## config.mk

```make
export PLATFORM = sky130hd
export DESIGN_NAME = i2c_slvmon_engine
export DESIGN_NICKNAME = d
export VERILOG_FILES = /design/src/rtl/slvmon_pkg.sv /design/src/rtl/slvmon_addr_fmt.sv /design/src/rtl/slvmon_pause_timer.sv /design/src/rtl/slvmon_seq_ctrl.sv /design/src/rtl/i2c_slvmon_engine.sv
export SDC_FILE = /design/constraint.sdc
export NUM_CORES = 1
export LEC_CHECK = 0
export CORE_MARGIN = 8
export CORE_UTILIZATION = 35
export DETAILED_ROUTE_END_ITERATION = 10
export DONT_BUFFER_PORTS = 1
export PLACE_DENSITY = 0.58
export SKIP_CTS_REPAIR_TIMING = 1
export SYNTH_ARGS = -nofsm -noshare
export SYNTH_HDL_FRONTEND = slang
export SYNTH_SLANG_ARGS = --single-unit
```

## constraint.sdc

```tcl
create_clock -name clk -period 1.96 [get_ports clk]
set_input_delay 0 -clock clk [delete_from_list [all_inputs] [get_ports clk]]
set_output_delay 0 -clock clk [all_outputs]
set_load 0.05 [all_outputs]
```

## src/rtl/slvmon_pkg.sv

```systemverilog
// Package: shared state encoding for the slave-monitor retry engine.
// Assumes: imported by the sequencer; no other dependencies.
package slvmon_pkg;
    typedef enum logic [1:0] {
        MON_IDLE  = 2'd0,
        MON_ISSUE = 2'd1,
        MON_WAIT  = 2'd2,
        MON_PAUSE = 2'd3
    } mon_state_e;
endpackage

```

## src/rtl/slvmon_addr_fmt.sv

```systemverilog
// Module: builds the address bytes of one write-direction addressing attempt.
// Assumes: ADDR_W is 10 (8 low bits plus HI_W high bits for extended form).
module slvmon_addr_fmt #(
    parameter int ADDR_W = 10
) (
    input  logic [ADDR_W-1:0] addr,
    input  logic              ten,
    output logic [7:0]        byte0,
    output logic [7:0]        byte1,
    output logic              two
);
    localparam int HI_W = ADDR_W - 8;
    localparam logic [4:0] EXT_PREFIX = 5'b11110;

    // Select one-byte or two-byte layout; direction bit is always write (0).
    always_comb begin
        if (ten) begin
            byte0 = {EXT_PREFIX, addr[ADDR_W-1 -: HI_W], 1'b0};
            byte1 = addr[7:0];
            two   = 1'b1;
        end else begin
            byte0 = {addr[6:0], 1'b0};
            byte1 = 8'd0;
            two   = 1'b0;
        end
    end
endmodule

```

## src/rtl/slvmon_pause_timer.sv

```systemverilog
// Module: counts SCL ticks for the gap between attempts.
// Assumes: load is given once when a pause begins; expire pulses on the tick
// that completes load_val+1 counted ticks while run is high.
module slvmon_pause_timer #(
    parameter int PAUSE_W = 4
) (
    input  logic               clk,
    input  logic               rst_n,
    input  logic               load,
    input  logic [PAUSE_W-1:0] load_val,
    input  logic               run,
    input  logic               tick,
    output logic               expire
);
    logic [PAUSE_W-1:0] cnt_q;

    assign expire = run && tick && (cnt_q == '0);

    // Remaining-tick counter: load, then step down on each tick.
    always_ff @(posedge clk) begin
        if (!rst_n)                       cnt_q <= '0;
        else if (load)                    cnt_q <= load_val;
        else if (run && tick && cnt_q != '0) cnt_q <= cnt_q - 1'b1;
    end

    // without a tick the remaining count must not move.
    p_hold_no_tick_r5: assert property (@(posedge clk) disable iff (!rst_n)
        (run && !tick && !load) |=> $stable(cnt_q));
endmodule

```

## src/rtl/slvmon_seq_ctrl.sv

```systemverilog
// Module: sequencer for the monitor loop (idle, issue, wait result, pause).
// Assumes: the bit-level engine accepts att_start only while idle itself and
// answers every request with exactly one att_done pulse carrying att_ack.
module slvmon_seq_ctrl
    import slvmon_pkg::*;
#(
    parameter int ADDR_W  = 10,
    parameter int PAUSE_W = 4
) (
    input  logic               clk,
    input  logic               rst_n,
    input  logic               cfg_master,
    input  logic               cfg_mon_en,
    input  logic               cfg_addr7,
    input  logic [PAUSE_W-1:0] cfg_pause,
    input  logic               addr_wr,
    input  logic [ADDR_W-1:0]  addr_wdata,
    input  logic               att_done,
    input  logic               att_ack,
    input  logic               pause_expire,
    output logic               pause_load,
    output logic [PAUSE_W-1:0] pause_val,
    output logic               pause_run,
    output logic               att_start,
    output logic [ADDR_W-1:0]  cur_addr,
    output logic               cur_ten,
    output logic               slv_rdy
);
    mon_state_e        state_q, state_d;
    logic [ADDR_W-1:0] pend_addr_q, pend_addr_d;
    logic              pend_ten_q, pend_ten_d;
    logic              restart_q, restart_eff;
    logic              mon_en, wr_go, rdy_d;

    assign mon_en      = cfg_master && cfg_mon_en;
    assign wr_go       = addr_wr && mon_en;
    assign restart_eff = restart_q || wr_go;
    assign pend_addr_d = addr_wr ? addr_wdata : pend_addr_q;
    assign pend_ten_d  = addr_wr ? !cfg_addr7 : pend_ten_q;

    assign att_start  = (state_q == MON_ISSUE);
    assign pause_run  = (state_q == MON_PAUSE);
    assign pause_load = (state_q == MON_WAIT) && (state_d == MON_PAUSE);
    assign pause_val  = cfg_pause;

    // Next-state decision for the retry loop.
    always_comb begin
        state_d = state_q;
        rdy_d   = 1'b0;
        unique case (state_q)
            MON_IDLE:  if (wr_go) state_d = MON_ISSUE;
            MON_ISSUE: state_d = MON_WAIT;
            MON_WAIT: begin
                if (att_done) begin
                    if (!mon_en)          state_d = MON_IDLE;
                    else if (restart_eff) state_d = MON_ISSUE;
                    else if (att_ack) begin
                        state_d = MON_IDLE;
                        rdy_d   = 1'b1;
                    end else              state_d = MON_PAUSE;
                end
            end
            MON_PAUSE: begin
                if (!mon_en)           state_d = MON_IDLE;
                else if (wr_go)        state_d = MON_ISSUE;
                else if (pause_expire) state_d = MON_ISSUE;
            end
            default: state_d = MON_IDLE;
        endcase
    end

    // State, ready pulse and restart flag registers.
    always_ff @(posedge clk) begin
        if (!rst_n) begin
            state_q   <= MON_IDLE;
            slv_rdy   <= 1'b0;
            restart_q <= 1'b0;
        end else begin
            state_q <= state_d;
            slv_rdy <= rdy_d;
            if (state_q == MON_WAIT && att_done)
                restart_q <= 1'b0;
            else if ((state_q == MON_ISSUE || state_q == MON_WAIT) && wr_go)
                restart_q <= 1'b1;
            else if (state_q == MON_IDLE || state_q == MON_PAUSE)
                restart_q <= 1'b0;
        end
    end

    // Address holding: pending copy tracks writes, attempt copy loads on issue.
    always_ff @(posedge clk) begin
        if (!rst_n) begin
            pend_addr_q <= '0;
            pend_ten_q  <= 1'b0;
            cur_addr    <= '0;
            cur_ten     <= 1'b0;
        end else begin
            pend_addr_q <= pend_addr_d;
            pend_ten_q  <= pend_ten_d;
            if (state_d == MON_ISSUE) begin
                cur_addr <= pend_addr_d;
                cur_ten  <= pend_ten_d;
            end
        end
    end

    // an attempt request lasts a single cycle.
    p_start_pulse_r2: assert property (@(posedge clk) disable iff (!rst_n)
        att_start |=> !att_start);
    // an idle engine without an arming write requests nothing.
    p_idle_quiet_r1: assert property (@(posedge clk) disable iff (!rst_n)
        (state_q == MON_IDLE && !(addr_wr && cfg_master && cfg_mon_en)) |=> !att_start);
    // an arming write in idle is followed by a request.
    p_arm_starts_r2: assert property (@(posedge clk) disable iff (!rst_n)
        (state_q == MON_IDLE && addr_wr && cfg_master && cfg_mon_en) |=> att_start);
    // ready is one cycle and always follows an acknowledged done strobe.
    p_rdy_pulse_r7: assert property (@(posedge clk) disable iff (!rst_n)
        slv_rdy |=> !slv_rdy);
    p_rdy_cause_r7: assert property (@(posedge clk) disable iff (!rst_n)
        slv_rdy |-> $past(att_done && att_ack));
    // a NACK result never produces ready.
    p_nack_silent_r8: assert property (@(posedge clk) disable iff (!rst_n)
        (state_q == MON_WAIT && att_done && !att_ack) |=> !slv_rdy);
    // a pause with monitoring disabled issues no attempt.
    p_pause_disabled_r9: assert property (@(posedge clk) disable iff (!rst_n)
        (state_q == MON_PAUSE && !(cfg_master && cfg_mon_en)) |=> !att_start);
    // attempt fields do not move while a result is awaited.
    p_fields_stable_r11: assert property (@(posedge clk) disable iff (!rst_n)
        (state_q == MON_WAIT) |-> ($stable(cur_addr) && $stable(cur_ten)));
endmodule

```

## src/rtl/i2c_slvmon_engine.sv

```systemverilog
// Module: top of the slave-monitor retry engine; joins sequencer, pause
// timer and address formatter.
// Assumes: scl_tick is a one-cycle pulse per SCL period in the clk domain;
// all inputs are synchronous to clk.
module i2c_slvmon_engine #(
    parameter int ADDR_W  = 10,
    parameter int PAUSE_W = 4
) (
    input  logic               clk,
    input  logic               rst_n,
    input  logic               cfg_master,
    input  logic               cfg_mon_en,
    input  logic               cfg_addr7,
    input  logic [PAUSE_W-1:0] cfg_pause,
    input  logic               addr_wr,
    input  logic [ADDR_W-1:0]  addr_wdata,
    input  logic               scl_tick,
    output logic               att_start,
    output logic [7:0]         att_byte0,
    output logic [7:0]         att_byte1,
    output logic               att_two,
    input  logic               att_done,
    input  logic               att_ack,
    output logic               slv_rdy
);
    logic               pause_load, pause_run, pause_expire;
    logic [PAUSE_W-1:0] pause_val;
    logic [ADDR_W-1:0]  cur_addr;
    logic               cur_ten;

    slvmon_seq_ctrl #(.ADDR_W(ADDR_W), .PAUSE_W(PAUSE_W)) u_seq (
        .clk(clk), .rst_n(rst_n),
        .cfg_master(cfg_master), .cfg_mon_en(cfg_mon_en),
        .cfg_addr7(cfg_addr7), .cfg_pause(cfg_pause),
        .addr_wr(addr_wr), .addr_wdata(addr_wdata),
        .att_done(att_done), .att_ack(att_ack),
        .pause_expire(pause_expire), .pause_load(pause_load),
        .pause_val(pause_val), .pause_run(pause_run),
        .att_start(att_start), .cur_addr(cur_addr), .cur_ten(cur_ten),
        .slv_rdy(slv_rdy)
    );

    slvmon_pause_timer #(.PAUSE_W(PAUSE_W)) u_pause (
        .clk(clk), .rst_n(rst_n),
        .load(pause_load), .load_val(pause_val),
        .run(pause_run), .tick(scl_tick), .expire(pause_expire)
    );

    slvmon_addr_fmt #(.ADDR_W(ADDR_W)) u_fmt (
        .addr(cur_addr), .ten(cur_ten),
        .byte0(att_byte0), .byte1(att_byte1), .two(att_two)
    );
endmodule

```

==> impl_metrics.toml <==
[global_routing]
antenna_found_initial = 0
grt_overflow = 0
track_usage_pct = 11.1
grt_max_degree = 25
grt_pass1_wl_um = 5660
first_global_vias = 1185

[drt]
drtAntennaViolNets = 0
wl_per_cell_um = 16.3
vias = 1257
routed_wl_um = 4230
viasPerCell = 4.83
drc = 0
firstDrtPassIters = 4
drt_iter0_markers = 94

[timing]
rsz0062_at_grt = "true"
worst_hold_slack_ns = -0.151
fmax_mhz = 499
layout_setup_ws_ns = -0.0425
hold_viol = 9
fin_skew_ns = 0.00593
finalSetupViolations = 9
period_minus_slack_ns = 2.00
slew_viol_final = 0
tightest_slew_ns = 0.525
finalCritPeriodShare_pct = 102
slew_headroom_pct = 65.3

[synthesis]
synth-seq-cells = 30
yosysTopAreaCell = "dfxtp_1"
synth.most_common_cell = "dfxtp_1"
synth.distinct_cells = 37
ys_seq_area_share_pct = 38.7
synth_top_cell_area_share_pct = 38.7
ys_warn_count = 0
synth_area_mm2 = 0.00155
syn_area_per_cell_um2 = 9.88
synth-edff-count = 0
synth_commonest_cells = "dfxtp_1, and2_1, mux2i_1, nand2_1, nor2_1"
dominantRegCellSynth = "dfxtp_1"
synth_area_leaders = "dfxtp_1, mux2i_1, mux2_4, and2_1, ha_1"
syn_inst = 157
synthArstFlopShare_pct = 0
synth_nets = 186

[layout]
drive_gt1_share_pct = 29.8
nNetsFinal = 237
areaGrowthSynthToFinish_pct = 48.5
diodes = 0
fin_cells = 260
fillers = 401

[setup_path]
r2r-start = "u_seq.state_q[0]"
cp-end-kind = "register"
crit_path_max_fanout = 5
r2r_cells = 9
crit_required_ns = 2.16
path_class = "reg -> reg"
r2r_setup_slack_ns = -0.04
r2r_end = "u_pause.cnt_q[0]"
worstPathArrival_ns = 2.20
start_kind = "register"

[cts]
numCtsBuffers = 5
clockBufferDepth = 2
htree_levels = 2
cts_num_sinks = 30
clk_latency_ns = 0.28
cts_tree = "yes"
root_buffer = "clkbuf_8"
clk_pin_slew_ns = 0.06

[status]
status = "finished, violations left"
violations = "negative hold slack, negative setup slack"

[floorplan]
core_mm2 = 0.00432
start_util_pct = 35.9
die-height_um = 82.6
die_area_mm2 = 0.00682
rows = 24
pin_count = 42
die_x_um = 82.6

[run]
max_cap_viol_count = 0

[min_path]
min_to = "u_seq.state_q[1]"
hp-class = "in -> reg"
min_from = "rst_n"
min_path_cells = 1

[power]
power.density_mw_per_mm2 = 671
ir_drop_v = 0.000301
leakage_nw = 0.997
total_power_w = 0.00155

[placed_design]
dp_cells = 216
hpwl_um = 2640
gp_congestion = 0.858
pre_cts_ws_ns = -0.0747
portBuffers = 0
critical path, cell delays in order, from the launching register on:
cell	delay, ns
dfxtp_2	0.32
inv_2	0.09
ha_4	0.16
o21ai_0	0.12
a211oi_1	0.36
o32ai_4	0.19
buf_6	0.16
nor3b_4	0.18
buf_6	0.15
mux2i_1	0.18
kinds of logic after synthesis:
family / after synthesis / share of synthesized area [%]
AND/OR/NAND/NOR: 63 / 22.4
buffers and inverters: 16 / 4.68
AO/OA/AOI/OAI: 10 / 6.21
other: 1 / 0.242
multiplexers: 28 / 21.2
adder cells (fa/ha/maj): 6 / 4.84
XOR/XNOR: 3 / 1.69
flip-flops: 30 / 38.7
metrics by stage:
step | TNS [ns] | cell area (um2) | util (%)
after floorplan | 0 | 1580 | -
after global placement | -0.0993 | 1710 | 39.6
after detailed placement | -0.787 | 1710 | 39.6
after CTS | -1.03 | 1830 | 42.2
after global routing | -0.948 | 2300 | 53.3
final | -0.145 | 2300 | 53.3
layout make-up:
cell class	count	area [um2]	share of cell area, %
clock buffer	6	82.6	3.59
clock inverter	1	30.0	1.30
inverter	9	36.3	1.58
multi-input combinational	111	993	43.1
sequential	30	608	26.4
tap	52	65.1	2.82
timing repair buffer	51	488	21.2
metal layers:
metal / track usage, % / up-vias / share of wire, %
met4: 6.03 / 0 / 3.1
met3: 5.09 / 11 / 7.7
li1: - / 623 / -
met1: 11.6 / 585 / 40
met2: 18.1 / 38 / 50
met5: 0 / - / 0
cell usage in the layout, fill, tap and decap left out, types with 2 or more instances in the layout:
master,synthesis,layout
dlygate4sd3_1,0,33
dfxtp_1,30,26
and2_1,19,19
mux2i_1,16,16
nand2_1,14,13
nor2_1,12,12
buf_4,1,12
mux2_4,9,9
inv_1,9,7
clkbuf_8,0,6
buf_6,1,6
or2_2,4,4
mux2_2,3,3
nor3_1,3,3
ha_1,6,3
dfxtp_2,0,3
nor2b_1,2,2
nor3b_4,1,2
xor2_1,2,2
ha_4,0,2
flip-flops by register name, indices dropped and copies added (netlist names):
signal / flops
u_seq.cur_addr: 10
u_seq.state_q: 2
u_pause.cnt_q: 4
u_seq.cur_ten: 1
u_seq.slv_rdy: 1
u_seq.pend_ten_q: 1
u_seq.pend_addr_q: 10
u_seq.restart_q: 1
worst max path at each step:
stage / startpoint / to / cells after the start
detailed placement: u_pause.cnt_q[0] / u_pause.cnt_q[0] / 9
CTS: u_pause.cnt_q[0] / u_pause.cnt_q[0] / 9
floorplan: u_seq.state_q[0] / u_seq.cur_addr[1] / 8
global route: u_seq.state_q[0] / u_pause.cnt_q[0] / 9
finish: u_seq.state_q[0] / u_pause.cnt_q[0] / 9
global placement: u_pause.cnt_q[0] / u_pause.cnt_q[0] / 9
report_power, final:
group,internal (W),total [W],switching (W)
sequential,0.000635,0.000649,0.0000139
clock,0.000406,0.000641,0.000235
combinational,0.000128,0.000257,0.000129
No activity file was read; power rests on OpenSTA's default activity.
